### src/rtl/gsic_pkg.sv
package gsic_pkg;
  typedef enum logic {
    SEL_STATUS = 1'b0,
    SEL_MASK   = 1'b1
  } regSel_e;

  typedef struct packed {
    logic statusWr;
    logic maskWr;
  } regStrb_t;
endpackage

### src/rtl/gsic_ctrl.sv
module gsic_ctrl
  import gsic_pkg::*;
(
  input  logic     regWrEn,
  input  logic     regAddr,
  output regStrb_t strb
);
  regSel_e sel;

  always_comb begin
    sel = regSel_e'(regAddr);
    strb.statusWr = regWrEn && (sel == SEL_STATUS);
    strb.maskWr   = regWrEn && (sel == SEL_MASK);
  end
endmodule

### src/rtl/gsic_datapath.sv
module gsic_datapath
  import gsic_pkg::*;
#(
  parameter int unsigned NUM_SRC = 32,
  parameter logic [NUM_SRC-1:0] EDGE_MASK = 32'h1041_0000,
  parameter logic [NUM_SRC-1:0] POLL_MASK = 32'h0000_1400
) (
  input  logic               clk,
  input  logic               rstN,
  input  logic [NUM_SRC-1:0] srcIn,
  input  regStrb_t           strb,
  input  logic [NUM_SRC-1:0] wrData,
  input  logic               regAddr,
  output logic [NUM_SRC-1:0] rdData,
  output logic [NUM_SRC-1:0] pendOut
);
  logic [NUM_SRC-1:0] statusQ, maskQ, prevQ;
  logic [NUM_SRC-1:0] statusNext, keepBits, riseBits;
  logic armedQ;

  always_comb begin
    keepBits = statusQ & EDGE_MASK;
    if (strb.statusWr) keepBits = keepBits & wrData;
    riseBits   = srcIn & ~prevQ & EDGE_MASK;
    statusNext = (srcIn & ~EDGE_MASK) | keepBits | riseBits;
  end

  always_ff @(posedge clk) begin
    if (!rstN) begin
      statusQ <= '0;
      maskQ   <= '0;
      prevQ   <= '0;
      armedQ  <= 1'b0;
    end else begin
      statusQ <= statusNext;
      prevQ   <= srcIn;
      armedQ  <= 1'b1;
      if (strb.maskWr) maskQ <= wrData;
    end
  end

  assign rdData  = regAddr ? maskQ : statusQ;
  assign pendOut = statusQ & maskQ & ~POLL_MASK;


  level_track_chk: assert property (@(posedge clk) disable iff (!rstN)
    armedQ |-> (((statusQ ^ $past(srcIn)) & ~EDGE_MASK) == '0));


  edge_rise_chk: assert property (@(posedge clk) disable iff (!rstN)
    armedQ |-> ((statusQ & ~$past(statusQ) & EDGE_MASK & ~$past(srcIn)) == '0));


  edge_clear_chk: assert property (@(posedge clk) disable iff (!rstN)
    armedQ |-> (($past(statusQ) & ~statusQ & EDGE_MASK &
                 ~$past({NUM_SRC{strb.statusWr}} & ~wrData)) == '0));
endmodule

### src/rtl/gsic_reduce.sv
module gsic_reduce #(
  parameter int unsigned NUM_SRC  = 32,
  parameter int unsigned AUD_END  = 8,
  parameter int unsigned MISC_END = 16,
  localparam int unsigned IDX_W   = $clog2(NUM_SRC)
) (
  input  logic               clk,
  input  logic               rstN,
  input  logic [NUM_SRC-1:0] pendIn,
  output logic [2:0]         grpOut,
  output logic [IDX_W-1:0]   idxOut,
  output logic               validOut
);
  logic [2:0]       grpNext;
  logic [IDX_W-1:0] idxNext;

  for (genvar g = 0; g < 3; g++) begin : gen_grp
    localparam int unsigned LO = (g == 0) ? 0 : (g == 1) ? AUD_END : MISC_END;
    localparam int unsigned HI = (g == 0) ? AUD_END : (g == 1) ? MISC_END : NUM_SRC;
    assign grpNext[g] = |pendIn[HI-1:LO];
  end

  always_comb begin
    idxNext = '0;
    for (int i = NUM_SRC - 1; i >= 0; i--) begin
      if (pendIn[i]) idxNext = IDX_W'(i);
    end
  end

  always_ff @(posedge clk) begin
    if (!rstN) begin
      grpOut   <= '0;
      idxOut   <= '0;
      validOut <= 1'b0;
    end else begin
      grpOut   <= grpNext;
      idxOut   <= idxNext;
      validOut <= |pendIn;
    end
  end


  valid_summary_chk: assert property (@(posedge clk) disable iff (!rstN)
    validOut == (|grpOut));


  idle_index_chk: assert property (@(posedge clk) disable iff (!rstN)
    !validOut |-> (idxOut == '0));


  index_group_chk: assert property (@(posedge clk) disable iff (!rstN)
    validOut |-> ((32'(idxOut) < AUD_END) ? grpOut[0] :
                  (32'(idxOut) < MISC_END) ? (grpOut[1] && !grpOut[0]) :
                  (grpOut[2] && (grpOut[1:0] == 2'b00))));
endmodule

### src/rtl/grp_irq_sub.sv
module grp_irq_sub
  import gsic_pkg::*;
#(
  parameter int unsigned NUM_SRC  = 32,
  parameter int unsigned AUD_END  = 8,
  parameter int unsigned MISC_END = 16,
  parameter logic [NUM_SRC-1:0] EDGE_MASK = 32'h1041_0000,
  parameter logic [NUM_SRC-1:0] POLL_MASK = 32'h0000_1400,
  localparam int unsigned IDX_W = $clog2(NUM_SRC)
) (
  input  logic               clk,
  input  logic               rstN,
  input  logic [NUM_SRC-1:0] srcIn,
  input  logic               regWrEn,
  input  logic               regAddr,
  input  logic [NUM_SRC-1:0] regWrData,
  output logic [NUM_SRC-1:0] regRdData,
  output logic [2:0]         grpOut,
  output logic [IDX_W-1:0]   idxOut,
  output logic               validOut
);
  regStrb_t           strb;
  logic [NUM_SRC-1:0] pend;

  gsic_ctrl u_ctrl (
    .regWrEn (regWrEn),
    .regAddr (regAddr),
    .strb    (strb)
  );

  gsic_datapath #(
    .NUM_SRC   (NUM_SRC),
    .EDGE_MASK (EDGE_MASK),
    .POLL_MASK (POLL_MASK)
  ) u_dp (
    .clk     (clk),
    .rstN    (rstN),
    .srcIn   (srcIn),
    .strb    (strb),
    .wrData  (regWrData),
    .regAddr (regAddr),
    .rdData  (regRdData),
    .pendOut (pend)
  );

  gsic_reduce #(
    .NUM_SRC  (NUM_SRC),
    .AUD_END  (AUD_END),
    .MISC_END (MISC_END)
  ) u_red (
    .clk      (clk),
    .rstN     (rstN),
    .pendIn   (pend),
    .grpOut   (grpOut),
    .idxOut   (idxOut),
    .validOut (validOut)
  );


  poll_excluded_chk: assert property (@(posedge clk) disable iff (!rstN)
    validOut |-> !POLL_MASK[idxOut]);
endmodule

### config.mk
export PLATFORM = sky130hd
export DESIGN_NAME = grp_irq_sub
export DESIGN_NICKNAME = d
export VERILOG_FILES = /design/src/rtl/gsic_pkg.sv /design/src/rtl/gsic_ctrl.sv /design/src/rtl/gsic_datapath.sv /design/src/rtl/gsic_reduce.sv /design/src/rtl/grp_irq_sub.sv
export SDC_FILE = /design/constraint.sdc
export NUM_CORES = 1
export LEC_CHECK = 0
export CORE_ASPECT_RATIO = 0.8
export CORE_UTILIZATION = 55
export DETAILED_ROUTE_END_ITERATION = 12
export DONT_BUFFER_PORTS = 1
export PLACE_DENSITY = 0.7
export SLEW_MARGIN = 20
export SYNTH_ARGS = -nofsm -noshare
export SYNTH_HDL_FRONTEND = slang
export SYNTH_SLANG_ARGS = --single-unit
### constraint.sdc
create_clock -name clk -period 1.42 [get_ports clk]
set_input_delay 0.284 -clock clk [delete_from_list [all_inputs] [get_ports clk]]
set_output_delay 0.284 -clock clk [all_outputs]
set_load 0.03 [all_outputs]
==> flow_summary_export.csv, run 1 <==
group,metric,value,unit
clocking,cts_tree,"yes",
power,p_per_area,1290,mW/mm²
hold_path,min_from,"rstN",
timing,rsz0062_at_grt,"true",
critical_path,r2r_setup_slack,-0.0004,ns
yosys,synth-edff-count,0,
global_routing,grt_usage,0.253,
floorplan,die_area,0.00602,mm²
yosys,synth-async-reset-ratio,0,
timing,max_slew_margin,0.741,
yosys,yosysSeqAreaShare,0.484,
timing,worstMarginPinSlew,0.389,ns
critical_path,crit_arrival,1.63,ns
clocking,clk-insertion-delay-late,0.34,ns
finish,multi_input_area,0.00160,mm²
finish,fillerInstances,498,
drt,viasPerCell,5.64,
yosys,synth_ff_type,"dfxtp_1",
outcome,outcome,"finished, violations left",
critical_path,r2r_cells,5,
finish,n_antenna_cell,0,
yosys,synth_top_area_frac,0.484,
finish,final_util,0.649,
floorplan,dieWidth,86.5,µm
drt,drt_iter0_drc,99,
timing,finalSetupViolations,1,
hold_path,hold_class,"in2reg",
placement,gp_congestion,0.773,
critical_path,cp.depth,5,
global_routing,antenna_found_initial,0,
drt,post_drt_wl_per_cell,16.6,µm
drt,drt_wl_total,7.24,mm
yosys,ys_ff_latch,76,
yosys,syn_nets,420,
global_routing,grt_pass1_vias,2384,
yosys,yosysTopAreaCell,"dfxtp_1",
global_routing,grt_pass1_wl,11.5,mm
floorplan,row_count,24,
clocking,cts_made_buffers,9,
timing,fin_skew,0.00555,ns
critical_path,r2r_end,"u_red.idxOut[0]$_SDFF_PP0_",
clocking,clockRootBuffer,"clkbuf_8",
drt,antenna_left,0,
floorplan,core,0.00547,mm²
critical_path,crit_start,"u_dp.maskQ[5]$_SDFFE_PN0P_",
drt,drt_pass1_iterations,4,
critical_path,cpPeakStageDelay,0.39,ns
yosys,synth.cell_area,0.00314,mm²
critical_path,worst-path-buf-inv,0,
drt,via_count,2459,
timing,period_minus_slack,1.42,ns
critical_path,path_class,"reg2reg",
run,max_cap_viol_count,0,
power,ir_worst_vdd,0.000669,V
yosys,yosysWarnings,0,
yosys,postSynthCellCount,352,
drt,drc_errors,0,
global_routing,overflow,0,
critical_path,cp_slowest_cell,"a222oi_1",
outcome,violations,"setup timing",
critical_path,path_max_fanout,3,
power,power.total,4.58,mW
timing,timing.fmax,704,MHz
floorplan,initial_core_util,0.575,
critical_path,crit_chain,"and2_4, a31o_1, a222oi_1, o211a_1, a211oi_1",
critical_path,crit_end,"u_red.idxOut[0]$_SDFF_PP0_",
floorplan,die_h,69.6,µm
timing,drv_slew,0,
finish,area_growth,12.9,%
critical_path,startpoint_type,"flop",
timing,setup_ws,-0.000387,ns
clocking,htreeDepth,3,
timing,hold_viol_final,0,
floorplan,io_pins,109,
finish,nets,421,
critical_path,worstReg2RegStart,"u_dp.maskQ[5]$_SDFFE_PN0P_",
yosys,synth_area_leaders,"dfxtp_1, mux2_2, nand2_1",
critical_path,endpoint_kind,"flop",
critical_path,critPathTopFamily,"compound AO/OA/AOI/OAI gates",
global_routing,grt_max_degree,39,
placement,port_buffers,0,
yosys,syn_avg_cell_area,8.93,µm²
placement,dp_hpwl,5.05,mm
finish,layout-drive-gt1-share,0.218,
clocking,clk_pin_slew_worst_paths,0.07,ns
finish,seqCellArea,0.00154,mm²
yosys,synth_cell_types,34,
clocking,cts_buffer_depth,2,
power,cellLeakagePower,1.39,nW
clocking,cts.sinks,76,
timing,post-route-period-util,1.00,
critical_path,worstPathRequired,1.63,ns
==> repair_timing <==
action / 4_1_cts / 5_1_grt
gates resized for setup: 6 / 20
setup buffers: 0 / 0
endpoints found under the hold margin: 0 / 0
gates cloned: 0 / 0
endpoints found under the setup margin: 6 / 10
pin swaps: 1 / 4
hold buffers: 0 / 0
==> through the flow <==
| stage | area, µm² | setup TNS (ns) | cells | hold WS (ns) | worst slack, ns |
|---|---|---|---|---|---|
| 2_1_floorplan | 3140 | 0 | 352 | 0.406 | 0.0717 |
| 3_3_place_gp | 3300 | 0 | 425 | 0.408 | 0.0416 |
| 3_5_place_dp | 3300 | 0 | 425 | 0.410 | 0.00622 |
| 4_1_cts | 3520 | 0 | 441 | 0.0474 | 0.00189 |
| 5_1_grt | 3550 | -0.0642 | 436 | 0.0376 | -0.0642 |
| 6_report | 3550 | -0.000387 | 436 | 0.0596 | -0.000387 |
==> cells by family after synthesis <==
logic type,count (synthesis),share of synthesized area
muxes,32,0.115
and+or+nand+nor,147,0.216
buffers and inverters,20,0.0267
AOI/OAI and AO/OA,77,0.158
DFF,76,0.484
==> routing by layer <==
layer  GRT usage  wire length (µm)  up-vias
li1            -                 -     1217
met2       0.385              3300       73
met3      0.0952               513        5
met4      0.0685                37        0
met5           0                 0        -
met1       0.338              3390     1164
==> worst min path at each step <==
stage / endpoint / slack (ns) / cells after the start
CTS: u_dp.prevQ[0]$_SDFF_PN0_ / 0.05 / 1
detailed placement: u_dp.prevQ[2]$_SDFF_PN0_ / 0.41 / 1
global route: u_dp.prevQ[4]$_SDFF_PN0_ / 0.04 / 1
global placement: u_dp.prevQ[3]$_SDFF_PN0_ / 0.41 / 1
floorplan: u_dp.prevQ[0]$_SDFF_PN0_ / 0.41 / 1
finish: u_dp.prevQ[0]$_SDFF_PN0_ / 0.06 / 1
==> cell type report <==
| class | instances | area share |
|---|---|---|
| multi-input cells | 256 | 0.451 |
| flip-flops and latches | 76 | 0.433 |
| clock buffers | 12 | 0.0437 |
| repair buffers | 8 | 0.0296 |
| well taps | 78 | 0.0275 |
| clock inverters | 4 | 0.0134 |
| inverters | 2 | 0.00212 |
==> synth_stat cells (all sizes together), types with 2 or more instances <==
library cell,count
buf,7
o21ai,3
nand2b,5
inv,2
o211a,2
dfxtp,76
nand3,6
nand4,3
nor2,8
a22oi,9
a21oi,39
nor3,2
o2111ai,2
a32o,2
and2,35
o21bai,2
a31o,2
nand2,87
a22o,4
a31oi,3
clkbuf,11
mux2,32
a32oi,2
a211oi,2
==> registers in the layout, summed over array words and instances (netlist names) <==
name	cells
u_red.idxOut	5
u_red.validOut	1
u_dp.prevQ	29
u_dp.statusQ	6
u_red.grpOut	3
u_dp.maskQ	32
==> power breakdown <==
part           internal, mW  switching, mW  total [mW]  leakage [nW]
clock                 0.903          0.754        1.66         0.102
combinational         0.209          0.305       0.514         0.658
sequential             2.26          0.149        2.41         0.631
total                  3.37           1.21        4.58          1.39
==> cells in the final DEF, fill, tap and decap left out, types with 2 or more instances in the layout <==
cell,n
a211oi_1,2
a21oi_1,39
a22o_1,4
a22oi_1,4
a22oi_2,5
a31oi_1,3
a32o_1,2
a32oi_1,2
and2_1,34
buf_12,3
buf_4,3
buf_6,2
clkbuf_8,11
clkinv_2,2
dfxtp_1,65
dfxtp_2,11
mux2_2,27
mux2_4,5
nand2_1,86
nand2b_1,4
nand3_1,6
nand4_1,3
nor2_1,8
o2111ai_1,2
o211a_1,2
o21ai_0,3
o21bai_1,2
No activity file was read; power rests on OpenSTA's default activity.
==> run 2, diff against run 1 <==
- MAX_ROUTING_LAYER: default -> met4
- SLEW_MARGIN: 20 -> default
- clock period: 1.42 -> 1.5 ns (I/O delays scaled with it)
==> run 2 against run 1 <==
- the run now ends clean
- non-clock buffer count is 3 lower
- global-route usage is 1.6 points higher
- register-to-register slack better by 0.06 ns
- clock power is 7% lower
- sequential power is 6% lower
- via count is 1.4% higher
- critical endpoint is now regRdData[13]
- largest power group unchanged
- highest routed layer unchanged
==> flow_summary_export.csv, run 2 (synthesized netlist as in run 1, its figures left out) <==
group,metric,value,unit
timing,rsz0062_at_grt,"false",
hold_path,min_from,"rstN",
placement,port_buffers,0,
finish,layout_commonest_cell,"nand2_1",
global_routing,grt_pass1_vias,2383,
global_routing,grt_max_degree,39,
critical_path,critPathTopFamily,"multiplexers",
clocking,clk_pin_slew_worst_paths,0.08,ns
drt,viasPerCell,5.76,
floorplan,core,0.00547,mm²
hold_path,min_to,"u_dp.prevQ[2]$_SDFF_PN0_",
floorplan,io_pins,109,
floorplan,die_area,0.00602,mm²
critical_path,r2r_setup_slack,0.06,ns
finish,final-instance-count-excl-fill,433,
finish,final_area,0.00343,mm²
critical_path,crit_arrival,1.15,ns
outcome,outcome,"completed",
finish,largest_reg_flops,32,
global_routing,grt_usage,0.270,
finish,top_register,"u_dp.maskQ",
hold_path,hold_depth,1,
clocking,htreeDepth,3,
hold_path,hold_class,"in2reg",
floorplan,initial_core_util,0.575,
timing,hold_viol_final,0,
global_routing,antenna_found_initial,0,
power,power.total,4.27,mW
placement,dp_hpwl,5.24,mm
timing,post-route-period-util,0.965,
power,cellLeakagePower,1.33,nW
placement,place_area,0.00321,mm²
finish,nets,418,
finish,reg_top3,"u_dp.maskQ (32), u_dp.prevQ (29), u_dp.statusQ (6)",
timing,timing.fmax,691,MHz
critical_path,r2r_end,"u_red.idxOut[0]$_SDFF_PP0_",
clocking,clockRootBuffer,"clkbuf_8",
drt,drt_wl_total,7.42,mm
critical_path,worstReg2RegStart,"u_dp.maskQ[6]$_SDFFE_PN0P_",
timing,fin_tns_setup,0,ns
clocking,cts_made_buffers,9,
critical_path,crit_chain,"buf_4, mux2_2",
critical_path,path_max_fanout,4,
placement,gp_congestion,0.860,
timing,fin_skew,0.0114,ns
drt,via_count,2494,
finish,n_antenna_cell,0,
critical_path,cpPeakStageDelay,0.35,ns
timing,worstMarginPinSlew,0.391,ns
power,ir_worst_vdd,0.000612,V
clocking,cts_buffer_depth,2,
critical_path,path_class,"reg2out",
placement,pre_cts_slack,0.0788,ns
timing,drv_slew,0,
critical_path,r2r_cells,5,
critical_path,worstPathRequired,1.20,ns
finish,area_growth,9.12,%
timing,max_slew_margin,0.739,
global_routing,overflow,0,
finish,fillerInstances,510,
timing,setup_ws,0.0525,ns
finish,layout_common_cells,"nand2_1, dfxtp_1, a21oi_1",
timing,finalSetupViolations,0,
placement,placed_cells,417,
floorplan,dieWidth,86.5,µm
critical_path,endpoint_kind,"primary output",
drt,drt_iter0_drc,192,
drt,post_drt_wl_per_cell,17.1,µm
critical_path,worst-path-buf-inv,1,
floorplan,die_h,69.6,µm
finish,final_util,0.628,
drt,antenna_left,0,
drt,drc_errors,0,
timing,period_minus_slack,1.45,ns
floorplan,row_count,24,
timing,timing.hold.ws,0.0739,ns
global_routing,grt_pass1_wl,11.8,mm
clocking,cts_tree,"yes",
critical_path,startpoint_type,"flop",
power,p_per_area,1250,mW/mm²
critical_path,crit_start,"u_dp.maskQ[13]$_SDFFE_PN0P_",
clocking,clk-insertion-delay-late,0.34,ns
finish,layout-drive-gt1-share,0.166,
drt,drt_pass1_iterations,5,
clocking,cts.sinks,76,
run,max_cap_viol_count,0,
critical_path,cp_slowest_cell,"mux2_2",
## run 2: cell count changes in the layout (fill, tap and decap cells not counted), sizes merged
cell      delta
buf          -3
clkinvlp     +2
clkbuf       -1
clkinv       -1
## run 2: power by group
group          internal [mW]  switching (mW)  total, mW
sequential              2.13           0.137       2.27
clock                  0.816           0.723       1.54
combinational          0.175           0.290      0.465
total                   3.13            1.15       4.27
## run 2: timing repair
action                                  CTS  global route
setup buffers                             0             0
endpoints found under the setup margin    0             4
gates resized for setup                   0             3
hold buffers                              0             0
## run 2: worst max-delay path by stage
stage / end / slack [ns] / cells after the start
6_report: regRdData[13] / 0.05 / 2
5_1_grt: u_red.idxOut[0]$_SDFF_PP0_ / 0.004 / 5
4_1_cts: regRdData[13] / 0.03 / 2
3_5_place_dp: u_red.idxOut[0]$_SDFF_PP0_ / 0.08 / 5
3_3_place_gp: u_red.idxOut[0]$_SDFF_PP0_ / 0.1 / 5
2_1_floorplan: regRdData[0] / 0.12 / 3
## run 2: final cells by class
class                           instances  area [µm²]  share of cell area
Clock buffer                           11         141              0.0412
Clock inverter                          5        61.3              0.0179
Inverter                                2        7.51             0.00219
Multi-Input combinational cell        256        1550               0.452
Sequential cell                        76        1520               0.444
Tap cell                               78        97.6              0.0285
Timing Repair Buffer                    5        50.0              0.0146
## run 2: per-layer routing
layer	GRT usage	vias to the layer above	wire, µm	part of all wire
met5	-	-	0	0
met2	0.393	88	3320	0.45
met4	0.0778	0	74	0.010
li1	-	1215	-	-
met3	0.0845	7	543	0.073
met1	0.361	1184	3480	0.47
==> run 3, diff against run 2 <==
--- a/config.mk
+++ b/config.mk
@@ -7,2 +7,3 @@
 export LEC_CHECK = 0
+export CAP_MARGIN = 10
 export CORE_ASPECT_RATIO = 0.8
==> constraint.sdc (replaced) <==
create_clock -name clk -period 1.5 [get_ports clk]
set_input_delay 0 -clock clk [delete_from_list [all_inputs] [get_ports clk]]
set_output_delay 0 -clock clk [all_outputs]
set_load 0.03 [all_outputs]
==> run 3 against run 2 <==
- combinational power is 32% higher
- fmax is 2.9% higher
- power is 12% higher
- critical path type is now reg2reg
- largest cell class unchanged
==> flow_summary_export.csv, run 3 (synthesized netlist as in run 1, its figures left out) <==
group,metric,value,unit
drt,drt_pass1_iterations,4,
drt,antenna_left,0,
global_routing,antenna_found_initial,0,
finish,nets,486,
finish,area_growth,32.3,%
floorplan,initial_core_util,0.575,
clocking,postCtsSetupRepairBufs,0,
hold_path,hold_class,"in2reg",
floorplan,io_pins,109,
timing,fin_skew,0.00577,ns
drt,drt_iter0_drc,214,
clocking,cts.sinks,76,
clocking,clk-insertion-delay-late,0.35,ns
power,p_per_area,1150,mW/mm²
timing,max_slew_margin,0.537,
global_routing,overflow,0,
timing,timing.fmax,711,MHz
finish,multi_input_area,0.00155,mm²
timing,period_minus_slack,1.41,ns
drt,post_drt_wl_per_cell,17.2,µm
power,ir_worst_vdd,0.00105,V
critical_path,critPathTopFamily,"compound AO/OA/AOI/OAI gates",
run,max_cap_viol_count,0,
drt,drc_errors,0,
drt,viasPerCell,5.65,
placement,gp_congestion,0.844,
finish,final_area,0.00416,mm²
drt,drt_wl_total,8.62,mm
critical_path,cpPeakStageDelay,0.39,ns
outcome,outcome,"completed",
power,cellLeakagePower,1.69,nW
global_routing,grt_usage,0.309,
critical_path,path_max_fanout,5,
global_routing,grt_pass1_vias,2775,
critical_path,crit_arrival,1.63,ns
global_routing,grt_pass1_wl,13.6,mm
finish,layout_commonest_cell,"nand2_1",
floorplan,die_h,69.6,µm
timing,drv_slew,0,
timing,hold_viol_final,0,
critical_path,worstPathRequired,1.72,ns
timing,finalSetupViolations,0,
finish,fillerInstances,426,
clocking,cts_buffer_depth,2,
finish,top_register,"u_dp.maskQ",
finish,seqCellArea,0.00152,mm²
floorplan,row_count,24,
clocking,clk_pin_slew_worst_paths,0.08,ns
critical_path,r2r_setup_slack,0.09,ns
global_routing,grt_max_degree,36,
finish,largest_reg_flops,32,
floorplan,core,0.00547,mm²
placement,dp_hpwl,5.29,mm
finish,n_antenna_cell,0,
clocking,cts_made_buffers,9,
timing,post-route-period-util,0.938,
timing,timing.hold.ws,0.0494,ns
placement,place_area,0.00322,mm²
critical_path,cp_slowest_cell,"dfxtp_1",
critical_path,endpoint_kind,"flop",
finish,layout-drive-gt1-share,0.147,
clocking,clockRootBuffer,"clkbuf_8",
critical_path,path_class,"reg2reg",
clocking,cts_tree,"yes",
finish,reg_top3,"u_dp.maskQ (32), u_dp.prevQ (29), u_dp.statusQ (6)",
clocking,htreeDepth,3,
floorplan,dieWidth,86.5,µm
drt,via_count,2830,
placement,port_buffers,0,
timing,rsz0062_at_grt,"false",
critical_path,crit_chain,"nand2_1, a32o_1, a311oi_2, o211a_1, a211oi_1",
floorplan,die_area,0.00602,mm²
critical_path,worst-path-buf-inv,0,
critical_path,startpoint_type,"flop",
timing,worstMarginPinSlew,0.694,ns
finish,layout_common_cells,"nand2_1, dfxtp_1, dlygate4sd3_1",
timing,fin_tns_setup,0,ns
[run 3: final timing paths]
| kind | to | cells after the start | start |
|---|---|---|---|
| worst max register to register | u_red.idxOut[0]$_SDFF_PP0_ | 5 | u_dp.maskQ[30]$_SDFFE_PN0P_ |
| worst max-delay path | u_red.idxOut[0]$_SDFF_PP0_ | 5 | u_dp.maskQ[30]$_SDFFE_PN0P_ |
| worst min register to register | u_dp.maskQ[10]$_SDFFE_PN0P_ | 2 | u_dp.maskQ[10]$_SDFFE_PN0P_ |
| worst min-delay path | u_dp.statusQ[28]$_SDFF_PN0_ | 3 | regWrEn |
[run 3: area by class of cell]
class	instances	share of cell area
multi-input combinational	256	0.373
sequential	76	0.366
timing repair buffer	73	0.176
clock buffer	10	0.0331
clock inverter	6	0.0268
tap	78	0.0235
inverter	2	0.00181
[run 3: power breakdown]
group          switching (mW)  internal (mW)  total, mW
sequential              0.141           2.13       2.27
clock                   0.755           1.15       1.91
combinational           0.325          0.291      0.616
[run 3: per-layer routing]
layer | vias up | part of all wire | global-route usage
met1 | 1329 | 0.42 | 0.384
met3 | 17 | 0.082 | 0.0821
li1 | 1351 | - | -
met4 | 0 | 0.016 | 0.0889
met5 | - | 0 | -
met2 | 133 | 0.48 | 0.493
[run 3: through the flow]
| step | total power, mW | worst slack [ns] | instances | utilization |
|---|---|---|---|---|
| 6_report | 4.80 | 0.0932 | 501 | 0.761 |
| 2_1_floorplan | 2.70 | 0.191 | 352 | - |
| 3_5_place_dp | 2.78 | 0.0835 | 418 | 0.590 |
| 3_3_place_gp | 2.77 | 0.101 | 418 | 0.590 |
| 5_1_grt | 4.97 | 0.00940 | 501 | 0.761 |
| 4_1_cts | 4.79 | 0.00129 | 501 | 0.758 |
[run 3: timing repair]
| action | in CTS | in global routing |
|---|---|---|
| gates resized for setup | 0 | 5 |
| hold buffers | 67 | 0 |
| hold endpoints to repair | 74 | 0 |
| setup endpoints to repair | 0 | 22 |
[run 3: worst reg2reg max path: stages, from the launching register on]
cell	delay (ns)
dfxtp_1	0.39
nand2_1	0.08
a32o_1	0.28
a311oi_2	0.30
o211a_1	0.19
a211oi_1	0.04
